--- src/rtl/tcfg_pkg.sv ---
package tcfg_pkg;

  typedef enum logic [1:0] {
    ACT_NONE   = 2'd0,
    ACT_COMMIT = 2'd1,
    ACT_INIT   = 2'd2,
    ACT_FAULT  = 2'd3
  } tcfg_act_e;

  // Release overrides a load in the same cycle; palette zero is an init.
  function automatic tcfg_act_e tcfg_decide(input logic load,
                                            input logic rel,
                                            input logic is_init,
                                            input logic is_ok);
    tcfg_act_e a;
    a = ACT_NONE;
    if (rel)           a = ACT_INIT;
    else if (load) begin
      if (is_init)     a = ACT_INIT;
      else if (is_ok)  a = ACT_COMMIT;
      else             a = ACT_FAULT;
    end
    return a;
  endfunction

endpackage

--- src/rtl/tcfg_check.sv ---
module tcfg_check #(
  parameter int CFG_W       = 512,
  parameter int NUM_TILES   = 8,
  parameter int PAL_W       = 8,
  parameter int ROW_W       = 8,
  parameter int BPR_W       = 16,
  parameter int BPR_BYTE    = 16,
  parameter int ROW_BYTE    = 48,
  parameter int MAX_ROWS    = 16,
  parameter int MAX_BPR     = 64,
  parameter int BPR_ALIGN   = 4,
  parameter int MAX_PALETTE = 1
) (
  input  logic [CFG_W-1:0]           word_i,
  output logic                       init_o,
  output logic                       ok_o,
  output logic [PAL_W-1:0]           pal_o,
  output logic [NUM_TILES*ROW_W-1:0] rows_o,
  output logic [NUM_TILES*BPR_W-1:0] bpr_o
);
  localparam int ROW_LSB = ROW_BYTE * 8;
  localparam int BPR_LSB = BPR_BYTE * 8;

  function automatic logic [CFG_W-1:0] field_mask();
    logic [CFG_W-1:0] m;
    m = '0;
    m[PAL_W-1:0] = '1;
    for (int t = 0; t < NUM_TILES; t++) begin
      m[BPR_LSB + t*BPR_W +: BPR_W] = '1;
      m[ROW_LSB + t*ROW_W +: ROW_W] = '1;
    end
    return m;
  endfunction

  localparam logic [CFG_W-1:0] USED_MASK = field_mask();

  logic [NUM_TILES-1:0] tile_bad;
  logic                 rsv_bad;
  logic                 pal_bad;

  for (genvar t = 0; t < NUM_TILES; t++) begin : g_tile
    logic [ROW_W-1:0] r;
    logic [BPR_W-1:0] b;
    logic             r_big, b_big, b_mis, half;
    assign r     = word_i[ROW_LSB + t*ROW_W +: ROW_W];
    assign b     = word_i[BPR_LSB + t*BPR_W +: BPR_W];
    assign r_big = r > ROW_W'(MAX_ROWS);
    assign b_big = b > BPR_W'(MAX_BPR);
    assign b_mis = (b % BPR_W'(BPR_ALIGN)) != '0;
    assign half  = (r == '0) != (b == '0);
    assign tile_bad[t] = r_big | b_big | b_mis | half;
    assign rows_o[t*ROW_W +: ROW_W] = r;
    assign bpr_o[t*BPR_W +: BPR_W]  = b;
  end

  assign pal_o   = word_i[PAL_W-1:0];
  assign rsv_bad = |(word_i & ~USED_MASK);
  assign pal_bad = pal_o > PAL_W'(MAX_PALETTE);
  assign init_o  = (pal_o == '0);
  assign ok_o    = !pal_bad && !rsv_bad && !(|tile_bad);

endmodule

--- src/rtl/tcfg_regs.sv ---
module tcfg_regs
  import tcfg_pkg::*;
#(
  parameter int NUM_TILES = 8,
  parameter int PAL_W     = 8,
  parameter int ROW_W     = 8,
  parameter int BPR_W     = 16,
  parameter int MAX_ROWS  = 16,
  parameter int MAX_BPR   = 64
) (
  input  logic                       clk,
  input  logic                       rst,
  input  logic                       load_i,
  input  logic                       release_i,
  input  logic                       init_i,
  input  logic                       ok_i,
  input  logic [PAL_W-1:0]           pal_i,
  input  logic [NUM_TILES*ROW_W-1:0] rows_i,
  input  logic [NUM_TILES*BPR_W-1:0] bpr_i,
  output logic                       configured_o,
  output logic [PAL_W-1:0]           pal_o,
  output logic [NUM_TILES*ROW_W-1:0] rows_o,
  output logic [NUM_TILES*BPR_W-1:0] bpr_o,
  output logic                       fault_o,
  output logic                       clear_o
);
  tcfg_act_e act;
  assign act = tcfg_decide(load_i, release_i, init_i, ok_i);

  always_ff @(posedge clk) begin
    if (rst) begin
      configured_o <= 1'b0;
      pal_o        <= '0;
      rows_o       <= '0;
      bpr_o        <= '0;
      fault_o      <= 1'b0;
      clear_o      <= 1'b0;
    end else begin
      fault_o <= 1'b0;
      clear_o <= 1'b0;
      case (act)
        ACT_COMMIT: begin
          configured_o <= 1'b1;
          pal_o        <= pal_i;
          rows_o       <= rows_i;
          bpr_o        <= bpr_i;
        end
        ACT_INIT: begin
          configured_o <= 1'b0;
          pal_o        <= '0;
          rows_o       <= '0;
          bpr_o        <= '0;
          clear_o      <= 1'b1;
        end
        ACT_FAULT: fault_o <= 1'b1;
        default: ;
      endcase
    end
  end

  assert_fault_after_load_R4: assert property (@(posedge clk) disable iff (rst)
    fault_o |-> $past(load_i && !release_i));

  assert_clear_cause_R11: assert property (@(posedge clk) disable iff (rst)
    clear_o |-> $past(release_i || load_i));

  assert_pulse_excl_R12: assert property (@(posedge clk) disable iff (rst)
    !(fault_o && clear_o));

  assert_fault_holds_R9: assert property (@(posedge clk) disable iff (rst)
    fault_o |-> ($stable(configured_o) && $stable(pal_o) &&
                 $stable(rows_o) && $stable(bpr_o)));

  assert_clear_empties_R3: assert property (@(posedge clk) disable iff (rst)
    clear_o |-> (!configured_o && pal_o == '0 && rows_o == '0 && bpr_o == '0));

  assert_cfg_palette_R1: assert property (@(posedge clk) disable iff (rst)
    configured_o |-> (pal_o != '0));

  for (genvar t = 0; t < NUM_TILES; t++) begin : g_lim
    assert_rows_range_R5: assert property (@(posedge clk) disable iff (rst)
      rows_o[t*ROW_W +: ROW_W] <= ROW_W'(MAX_ROWS));
    assert_bpr_range_R6: assert property (@(posedge clk) disable iff (rst)
      bpr_o[t*BPR_W +: BPR_W] <= BPR_W'(MAX_BPR));
  end

endmodule

--- src/rtl/tcfg_readback.sv ---
module tcfg_readback #(
  parameter int CFG_W     = 512,
  parameter int NUM_TILES = 8,
  parameter int PAL_W     = 8,
  parameter int ROW_W     = 8,
  parameter int BPR_W     = 16,
  parameter int BPR_BYTE  = 16,
  parameter int ROW_BYTE  = 48
) (
  input  logic                       clk,
  input  logic                       rst,
  input  logic                       store_i,
  input  logic                       configured_i,
  input  logic [PAL_W-1:0]           pal_i,
  input  logic [NUM_TILES*ROW_W-1:0] rows_i,
  input  logic [NUM_TILES*BPR_W-1:0] bpr_i,
  output logic                       store_valid_o,
  output logic [CFG_W-1:0]           store_word_o
);
  localparam int ROW_LSB = ROW_BYTE * 8;
  localparam int BPR_LSB = BPR_BYTE * 8;

  logic [CFG_W-1:0] packed_w;

  always_comb begin
    packed_w = '0;
    packed_w[PAL_W-1:0] = pal_i;
    for (int t = 0; t < NUM_TILES; t++) begin
      packed_w[ROW_LSB + t*ROW_W +: ROW_W] = rows_i[t*ROW_W +: ROW_W];
      packed_w[BPR_LSB + t*BPR_W +: BPR_W] = bpr_i[t*BPR_W +: BPR_W];
    end
  end

  always_ff @(posedge clk) begin
    if (rst) begin
      store_valid_o <= 1'b0;
      store_word_o  <= '0;
    end else begin
      store_valid_o <= store_i;
      if (store_i) store_word_o <= configured_i ? packed_w : '0;
    end
  end

  assert_rb_pulse_R2: assert property (@(posedge clk) disable iff (rst)
    store_valid_o |-> $past(store_i));

  assert_rb_empty_R10: assert property (@(posedge clk) disable iff (rst)
    (store_valid_o && !$past(configured_i)) |-> (store_word_o == '0));

endmodule

--- src/rtl/tile_cfg_ctrl.sv ---
module tile_cfg_ctrl #(
  parameter int CFG_W       = 512,
  parameter int NUM_TILES   = 8,
  parameter int PAL_W       = 8,
  parameter int ROW_W       = 8,
  parameter int BPR_W       = 16,
  parameter int BPR_BYTE    = 16,
  parameter int ROW_BYTE    = 48,
  parameter int MAX_ROWS    = 16,
  parameter int MAX_BPR     = 64,
  parameter int BPR_ALIGN   = 4,
  parameter int MAX_PALETTE = 1
) (
  input  logic                       clk,
  input  logic                       rst,
  input  logic                       load_i,
  input  logic [CFG_W-1:0]           load_word_i,
  input  logic                       store_i,
  input  logic                       release_i,
  output logic                       fault_o,
  output logic                       clear_o,
  output logic                       configured_o,
  output logic [PAL_W-1:0]           palette_o,
  output logic [NUM_TILES*ROW_W-1:0] tile_rows_o,
  output logic [NUM_TILES*BPR_W-1:0] tile_bpr_o,
  output logic                       store_valid_o,
  output logic [CFG_W-1:0]           store_word_o
);
  logic                       chk_init, chk_ok;
  logic [PAL_W-1:0]           chk_pal;
  logic [NUM_TILES*ROW_W-1:0] chk_rows;
  logic [NUM_TILES*BPR_W-1:0] chk_bpr;

  tcfg_check #(
    .CFG_W(CFG_W), .NUM_TILES(NUM_TILES), .PAL_W(PAL_W), .ROW_W(ROW_W),
    .BPR_W(BPR_W), .BPR_BYTE(BPR_BYTE), .ROW_BYTE(ROW_BYTE),
    .MAX_ROWS(MAX_ROWS), .MAX_BPR(MAX_BPR), .BPR_ALIGN(BPR_ALIGN),
    .MAX_PALETTE(MAX_PALETTE)
  ) u_check (
    .word_i (load_word_i),
    .init_o (chk_init),
    .ok_o   (chk_ok),
    .pal_o  (chk_pal),
    .rows_o (chk_rows),
    .bpr_o  (chk_bpr)
  );

  tcfg_regs #(
    .NUM_TILES(NUM_TILES), .PAL_W(PAL_W), .ROW_W(ROW_W), .BPR_W(BPR_W),
    .MAX_ROWS(MAX_ROWS), .MAX_BPR(MAX_BPR)
  ) u_regs (
    .clk          (clk),
    .rst          (rst),
    .load_i       (load_i),
    .release_i    (release_i),
    .init_i       (chk_init),
    .ok_i         (chk_ok),
    .pal_i        (chk_pal),
    .rows_i       (chk_rows),
    .bpr_i        (chk_bpr),
    .configured_o (configured_o),
    .pal_o        (palette_o),
    .rows_o       (tile_rows_o),
    .bpr_o        (tile_bpr_o),
    .fault_o      (fault_o),
    .clear_o      (clear_o)
  );

  tcfg_readback #(
    .CFG_W(CFG_W), .NUM_TILES(NUM_TILES), .PAL_W(PAL_W), .ROW_W(ROW_W),
    .BPR_W(BPR_W), .BPR_BYTE(BPR_BYTE), .ROW_BYTE(ROW_BYTE)
  ) u_readback (
    .clk           (clk),
    .rst           (rst),
    .store_i       (store_i),
    .configured_i  (configured_o),
    .pal_i         (palette_o),
    .rows_i        (tile_rows_o),
    .bpr_i         (tile_bpr_o),
    .store_valid_o (store_valid_o),
    .store_word_o  (store_word_o)
  );

endmodule

--- config.mk ---
export PLATFORM = sky130hd
export DESIGN_NAME = tile_cfg_ctrl
export DESIGN_NICKNAME = d
export VERILOG_FILES = /design/src/rtl/tcfg_pkg.sv /design/src/rtl/tcfg_check.sv /design/src/rtl/tcfg_regs.sv /design/src/rtl/tcfg_readback.sv /design/src/rtl/tile_cfg_ctrl.sv
export SDC_FILE = /design/constraint.sdc
export NUM_CORES = 1
export LEC_CHECK = 0
export BUFFER_PORTS_ARGS = -buffer_cell sky130_fd_sc_hd__clkbuf_2
export CORE_AREA = 2 2 477 479
export DETAILED_ROUTE_END_ITERATION = 6
export DIE_AREA = 0 0 479 481
export SETUP_SLACK_MARGIN = 0.3
export SLEW_MARGIN = 40
export SYNTH_ARGS = -nofsm -noshare
export SYNTH_HDL_FRONTEND = slang
export SYNTH_SLANG_ARGS = --single-unit
--- constraint.sdc ---
create_clock -name clk -period 3.2 [get_ports clk]
set_clock_uncertainty 0.1 [all_clocks]
set_input_delay 0.48 -clock clk [delete_from_list [all_inputs] [get_ports clk]]
set_output_delay 0.48 -clock clk [all_outputs]
set_load 0.1 [all_outputs]
Word-level counts from Yosys, hierarchy flattened --
Index checks and enable logic that the tools add are counted. W data, S select, Z words.
Word-level totals: output and inout bits 716, input port bits 517, logic and storage cells 104, register bits after elaboration 716
Operators by class: reductions and logical operators 33, muxes and demuxes 11, equality and inequality tests 11, $lt $le $gt $ge 17, bitwise logic cells 24
Operators with widths (count):
- $mux W448 | 1
- $reduce_or A312 Y1 | 1
- $pmux W128 S2 | 1
- $gt A16 B7 Y1 const B | 8
- $logic_not A16 Y1 | 8
- $pmux W64 S2 | 1
- $reduce_bool A16 Y1 | 8
- $logic_not A8 Y1 | 9
- $gt A8 B5 Y1 const B | 8
- $or A1 B1 Y1 | 24
- $pmux W8 S2 | 1
- $gt A8 B1 Y1 const B | 1
- $mux W2 | 4
- $ne A1 B1 Y1 | 8
- $reduce_or A8 Y1 | 1
- $eq A2 B2 Y1 const B | 2
- $logic_not A1 Y1 | 3
- $eq A2 B1 Y1 const B | 1
- $logic_and A1 B1 Y1 | 2
- $mux W1 | 2
- $pmux W1 S2 | 1
- $reduce_bool A2 Y1 | 1

Logic depth before layout (Yosys ltp) --
word-level depth 13, depth in mapped cells 13

Hierarchy --
Synthesis repeated with hierarchy kept, for this count alone.
Second synthesis, totals: cell total of the unflattened synthesis 2538, area, all modules 21413.0 um^2
By module, submodules not included:
- tcfg_readback | instances 1, area each 10143.5 um^2, cells each 1203
- tcfg_regs | instances 1, area each 8353.0 um^2, cells each 904
- tcfg_check | instances 1, area each 2916.5 um^2, cells each 431

Least setup slack after synthesis --
Ideal clock, no wire load.
path kind in2reg, start point in load_word_i[440], end point reg u_regs.bpr_o[0], library setup time 128 ps, data required time 2972 ps, stages 13, buffers on the path 3, data arrival time 3114 ps, setup slack -141 ps, path through or4_4 nor3b_2 xor2_1 nand3_1 nor4_1 a31oi_1 ha_1 clkbuf_1 clkbuf_1 buf_1 nor3b_1 a21oi_1 nor2_1
Between the ends: longest elaborated chain between the ends 13, elaborated cells on any way between the ends 17, classes of those cells order compare (1); eq/ne (3); mux (5); bitwise (3); reduce/logical (5)
RTL lines:
- from (decl) | RTL line tile_cfg_ctrl.sv:17 | input logic [CFG_W-1:0] load_word_i,
- $gt A8 B5 Y1 | RTL line tcfg_check.sv:47 | assign r_big = r > ROW_W'(MAX_ROWS);
- $or A1 B1 Y1 (2 in a row) | RTL line tcfg_check.sv:51 | assign tile_bad[t] = r_big | b_big | b_mis | half;
- $or A1 B1 Y1 (*) | RTL line tcfg_check.sv:51
- $reduce_or A8 Y1 (*) | RTL line tcfg_check.sv:60 | assign ok_o = !pal_bad && !rsv_bad && !(|tile_bad);
- $logic_not A1 Y1 (*) | RTL line tcfg_check.sv:60
- $logic_and A1 B1 Y1 (*) | RTL line tcfg_check.sv:60
- $mux W2 (*) | RTL line tcfg_pkg.sv:20 | else if (is_ok) a = ACT_COMMIT;
- $mux W2 (*) | RTL line tcfg_pkg.sv:19 | if (is_init) a = ACT_INIT;
- $mux W2 (*) | RTL line tcfg_pkg.sv:18 | else if (load) begin
- $mux W2 (*) | RTL line tcfg_pkg.sv:17 | if (rel) a = ACT_INIT;
- $eq A2 B2 Y1 or $eq A2 B1 Y1 (tied branches) | RTL line tcfg_regs.sv:41 | case (act)
- $pmux W128 S2 or $reduce_bool A2 Y1 (tied branches)
- to (signal assigned) | RTL line tcfg_regs.sv:46 | bpr_o <= bpr_i;
- to (decl) | RTL line tcfg_regs.sv:23 | output logic [NUM_TILES*BPR_W-1:0] bpr_o,
Every way passes the cells marked *; elsewhere a longest branch is shown, timed or not. A chain may end at the register's enable or synchronous reset.

Final worst setup path --
start point in load_word_i[4], end point reg u_regs.bpr_o[111]
Between the ends: longest elaborated chain between the ends 10, elaborated cells on any way between the ends 13, classes of those cells order compare (1); eq/ne (2); mux (5); reduce/logical (5)
RTL lines:
- $gt A8 B1 Y1 | RTL line tcfg_check.sv:58 | assign pal_bad = pal_o > PAL_W'(MAX_PALETTE);
- $logic_not A1 Y1 | RTL line tcfg_check.sv:60
- $logic_and A1 B1 Y1 (2 in a row) | RTL line tcfg_check.sv:60
- $mux W2 | RTL line tcfg_pkg.sv:20
- $mux W2 (*) | RTL line tcfg_pkg.sv:19
- $mux W2 (*) | RTL line tcfg_pkg.sv:18
- $mux W2 (*) | RTL line tcfg_pkg.sv:17
- $eq A2 B2 Y1 or $eq A2 B1 Y1 (tied branches) | RTL line tcfg_regs.sv:41
- $pmux W128 S2 or $reduce_bool A2 Y1 (tied branches)
Marks and branches as above.

==> run summary <==
CORE AREA: 0.226 mm^2
Die Ht: 481 um
CTS root buffer: clkbuf_16
final non-filler cell total: 6433
drt wl/cell: 21.7 um
final period utilization: 107%
Vias/cell: 3.11
Final Slew Violations: 0
Final Hold Vio Count: 0
PortBufs: 920
combinational group share of total power: 30.3%
Detailed Place HPWL: 120000 um
# DRC: 0
Pwr Total: 15.6 mW
Vias: 20000
delay of the slowest critical-path stage: 0.64 ns
reg2reg setup slack: 1.47 ns
count of cell types in the netlist: 34
# fillers: 26000
CP required: 3.67 ns
vias in the first global route: 18800
first-pass GRT wire length: 175000 um
Placed Cells incl. Taps: 6316
hold-fix buffers at CTS: 0
# IOs: 1233
largest net degree at the start of global routing: 81
Final GP Congestion: 0.891
measured slew at the worst slew-check pin: 0.883 ns
Reg2Reg Depth: 4
Crit-path slowest cell: or4_4
area grow syn2layout: 59.3%
clk_lat worst skew: 0.64 ns
Rows: 175
Max VDD drop: 412 uV
DRT Wirelength: 140000 um
Post-Syn Area: 0.0189 mm^2
Int Pwr: 9.13 mW
Power Dens Cells: 519 mW/mm^2
area of the multi-input gates: 0.00962 mm^2
Lkg Pwr: 12.6 nW
share of layout cells above drive strength 1: 39.5%
Min Hold Slack: 0.140 ns
max_cap viols: 0
Tot GR Track Use: 11.4%
H-tree Lvls: 2
fin util: 13.3%
Placed Area: 0.0279 mm^2
CTS tree: done
NetSw: 6.46 mW
#FFs+latches synth: 404
outcome: finished, violations left
Post-Synthesis Mean Instance Area: 8.12 um^2
CTS max path bufs: 3
crit path launch type: input pin
Max Clock Freq: 293 MHz
Placement Setup Slack: -1.75 ns
Die Width: 479 um
initial DRC count: 1028
CP Capture Type: register
DRT antenna net count: 0
CTS buffer count: 46
commonest non-fill, non-tap cell in the layout: clkbuf_2
CP arrival: 3.88 ns
Hold Crit Class: input pin to register
clk slew on worst S/H paths: 0.06 ns
failing checks: negative setup slack
initial antenna violation count: 37
final setup violating endpoints: 185
crit-path max FO: 39
Clk pwr share: 35.2%
Setup Crit Path Kind: input pin to register
number of cells produced by synthesis: 2325
WHS Path Cells: 4
nets@finish: 3883
most frequent cells in the layout: clkbuf_2 (903), a21oi_1 (404), dfxtp_1 (403)
Final WS setup: -0.215 ns
Synth Warn #: 0
sequential power share: 34.4%
Starting Density: 8.36%
Pre-Repair DR Iteration Count: 4
Die ar.: 0.230 mm^2
post-synthesis sequential area ratio: 42.9%
sequential cell area: 0.00809 mm^2
worst slew margin relative to its limit: 41.4%
Sw Share: 41.4%
final instance area: 0.0301 mm^2
setup TNS: -12.09 ns
GRT Residual Overflow: 0
min cycle time layout: 3.41 ns
CTS sink count: 404
critical-path cell list: clkbuf_2 -> or4_4 -> nand4b_1 -> nor4_1 -> nand2_1 -> nor4_4 -> a31oi_2 -> buf_4 -> ha_4 -> buf_12 -> clkbuf_16 -> nor3b_1 -> a21oi_1 -> nor2_1
RSZ-0062 raised after global routing: true
## power groups by stage
stage          Sequential [mW]  Combinational (mW)  Clock [mW]
2_1_floorplan             6.44                2.65           0
3_3_place_gp              5.48                4.64           0
3_5_place_dp              5.48                4.64           0
4_1_cts                   5.37                4.75        5.66
5_1_grt                   5.39                4.94        5.83
6_report                  5.37                4.73        5.49
## logic make-up after synthesis
logic type      synth area share (%)
compound gates                  11.1
xor+xnor                       0.371
fa+ha+maj                      0.199
buf+inv                         15.7
flops                           42.9
other cells                   0.0199
simple gates                    29.8
## final timing paths
kind | start | to
max | load_word_i[4] | u_regs.bpr_o[111]$_SDFFE_PP0P_
min | load_word_i[212] | u_regs.bpr_o[84]$_SDFFE_PP0P_
max reg2reg | u_regs.configured_o$_SDFFE_PP0P_ | u_readback.store_word_o[239]$_SDFFE_PP0P_
min reg2reg | u_readback.store_word_o[200]$_SDFFE_PP0P_ | u_readback.store_word_o[200]$_SDFFE_PP0P_
## cell usage after synthesis, drive strengths merged
master    n  area [um^2]
a21oi   405         2030
a222oi    1         10.0
a31oi     1         6.26
and2      1         6.26
buf     329         2410
clkbuf  144          541
conb      1         3.75
dfxtp   404         8090
ha        3         37.5
inv       5         18.8
nand2    10         37.5
nand2b   40          253
nand3    43          215
nand3b    6         45.0
nand4    27          169
nand4b    1         8.76
nor2    376         1410
nor2b   164         1030
nor3     22          110
nor3b   199         1510
nor4    119          744
o21ai     2         10.0
o221ai    2         17.5
o22ai     1         6.26
o41ai     1         8.76
or3       2         12.5
or4       8         67.6
xnor2     6         52.6
xor2      2         17.5
## critical path: cells and delay by family
| kind | cells | cell delay (ns) |
|---|---|---|
| AOI/OAI and AO/OA | 2 | 0.22 |
| adders and majority gates | 1 | 0.18 |
| buffers and inverters | 4 | 0.71 |
| and+or+nand+nor | 7 | 2.14 |
## state kept, by name, summed over array words and instances (netlist names)
signal and cells:
u_regs.bpr_o 128, u_readback.store_valid_o 1, u_regs.pal_o 8, u_regs.rows_o 64, u_readback.store_word_o 200, u_regs.clear_o 1
u_regs.fault_o 1, u_regs.configured_o 1
## what timing repair did
item / 4_1_cts / 5_1_grt
setup buffers: 2 / 0
cloned: 5 / 1
pin swaps: 12 / 7
setup endpoints to repair: 203 / 203
resized for setup: 53 / 37
## area by class of cell
cell class | count | share of cell area, %
diodes | 30 | 0.250
clock buffers | 66 | 4.45
clock inverters | 13 | 0.529
inverters | 5 | 0.0625
multi-input cells | 1754 | 32.0
flip-flops and latches | 404 | 26.9
well taps | 3009 | 12.5
repair buffers | 1152 | 23.3
## per-layer routing
layer	vias up	wire length (um)	GRT usage, %
li1	9430	-	-
met2	983	71000	20.9
met4	0	6830	4.96
met3	188	13000	4.18
met5	-	0	0
met1	9420	48700	11.6
No activity file was read; power rests on OpenSTA's default activity.
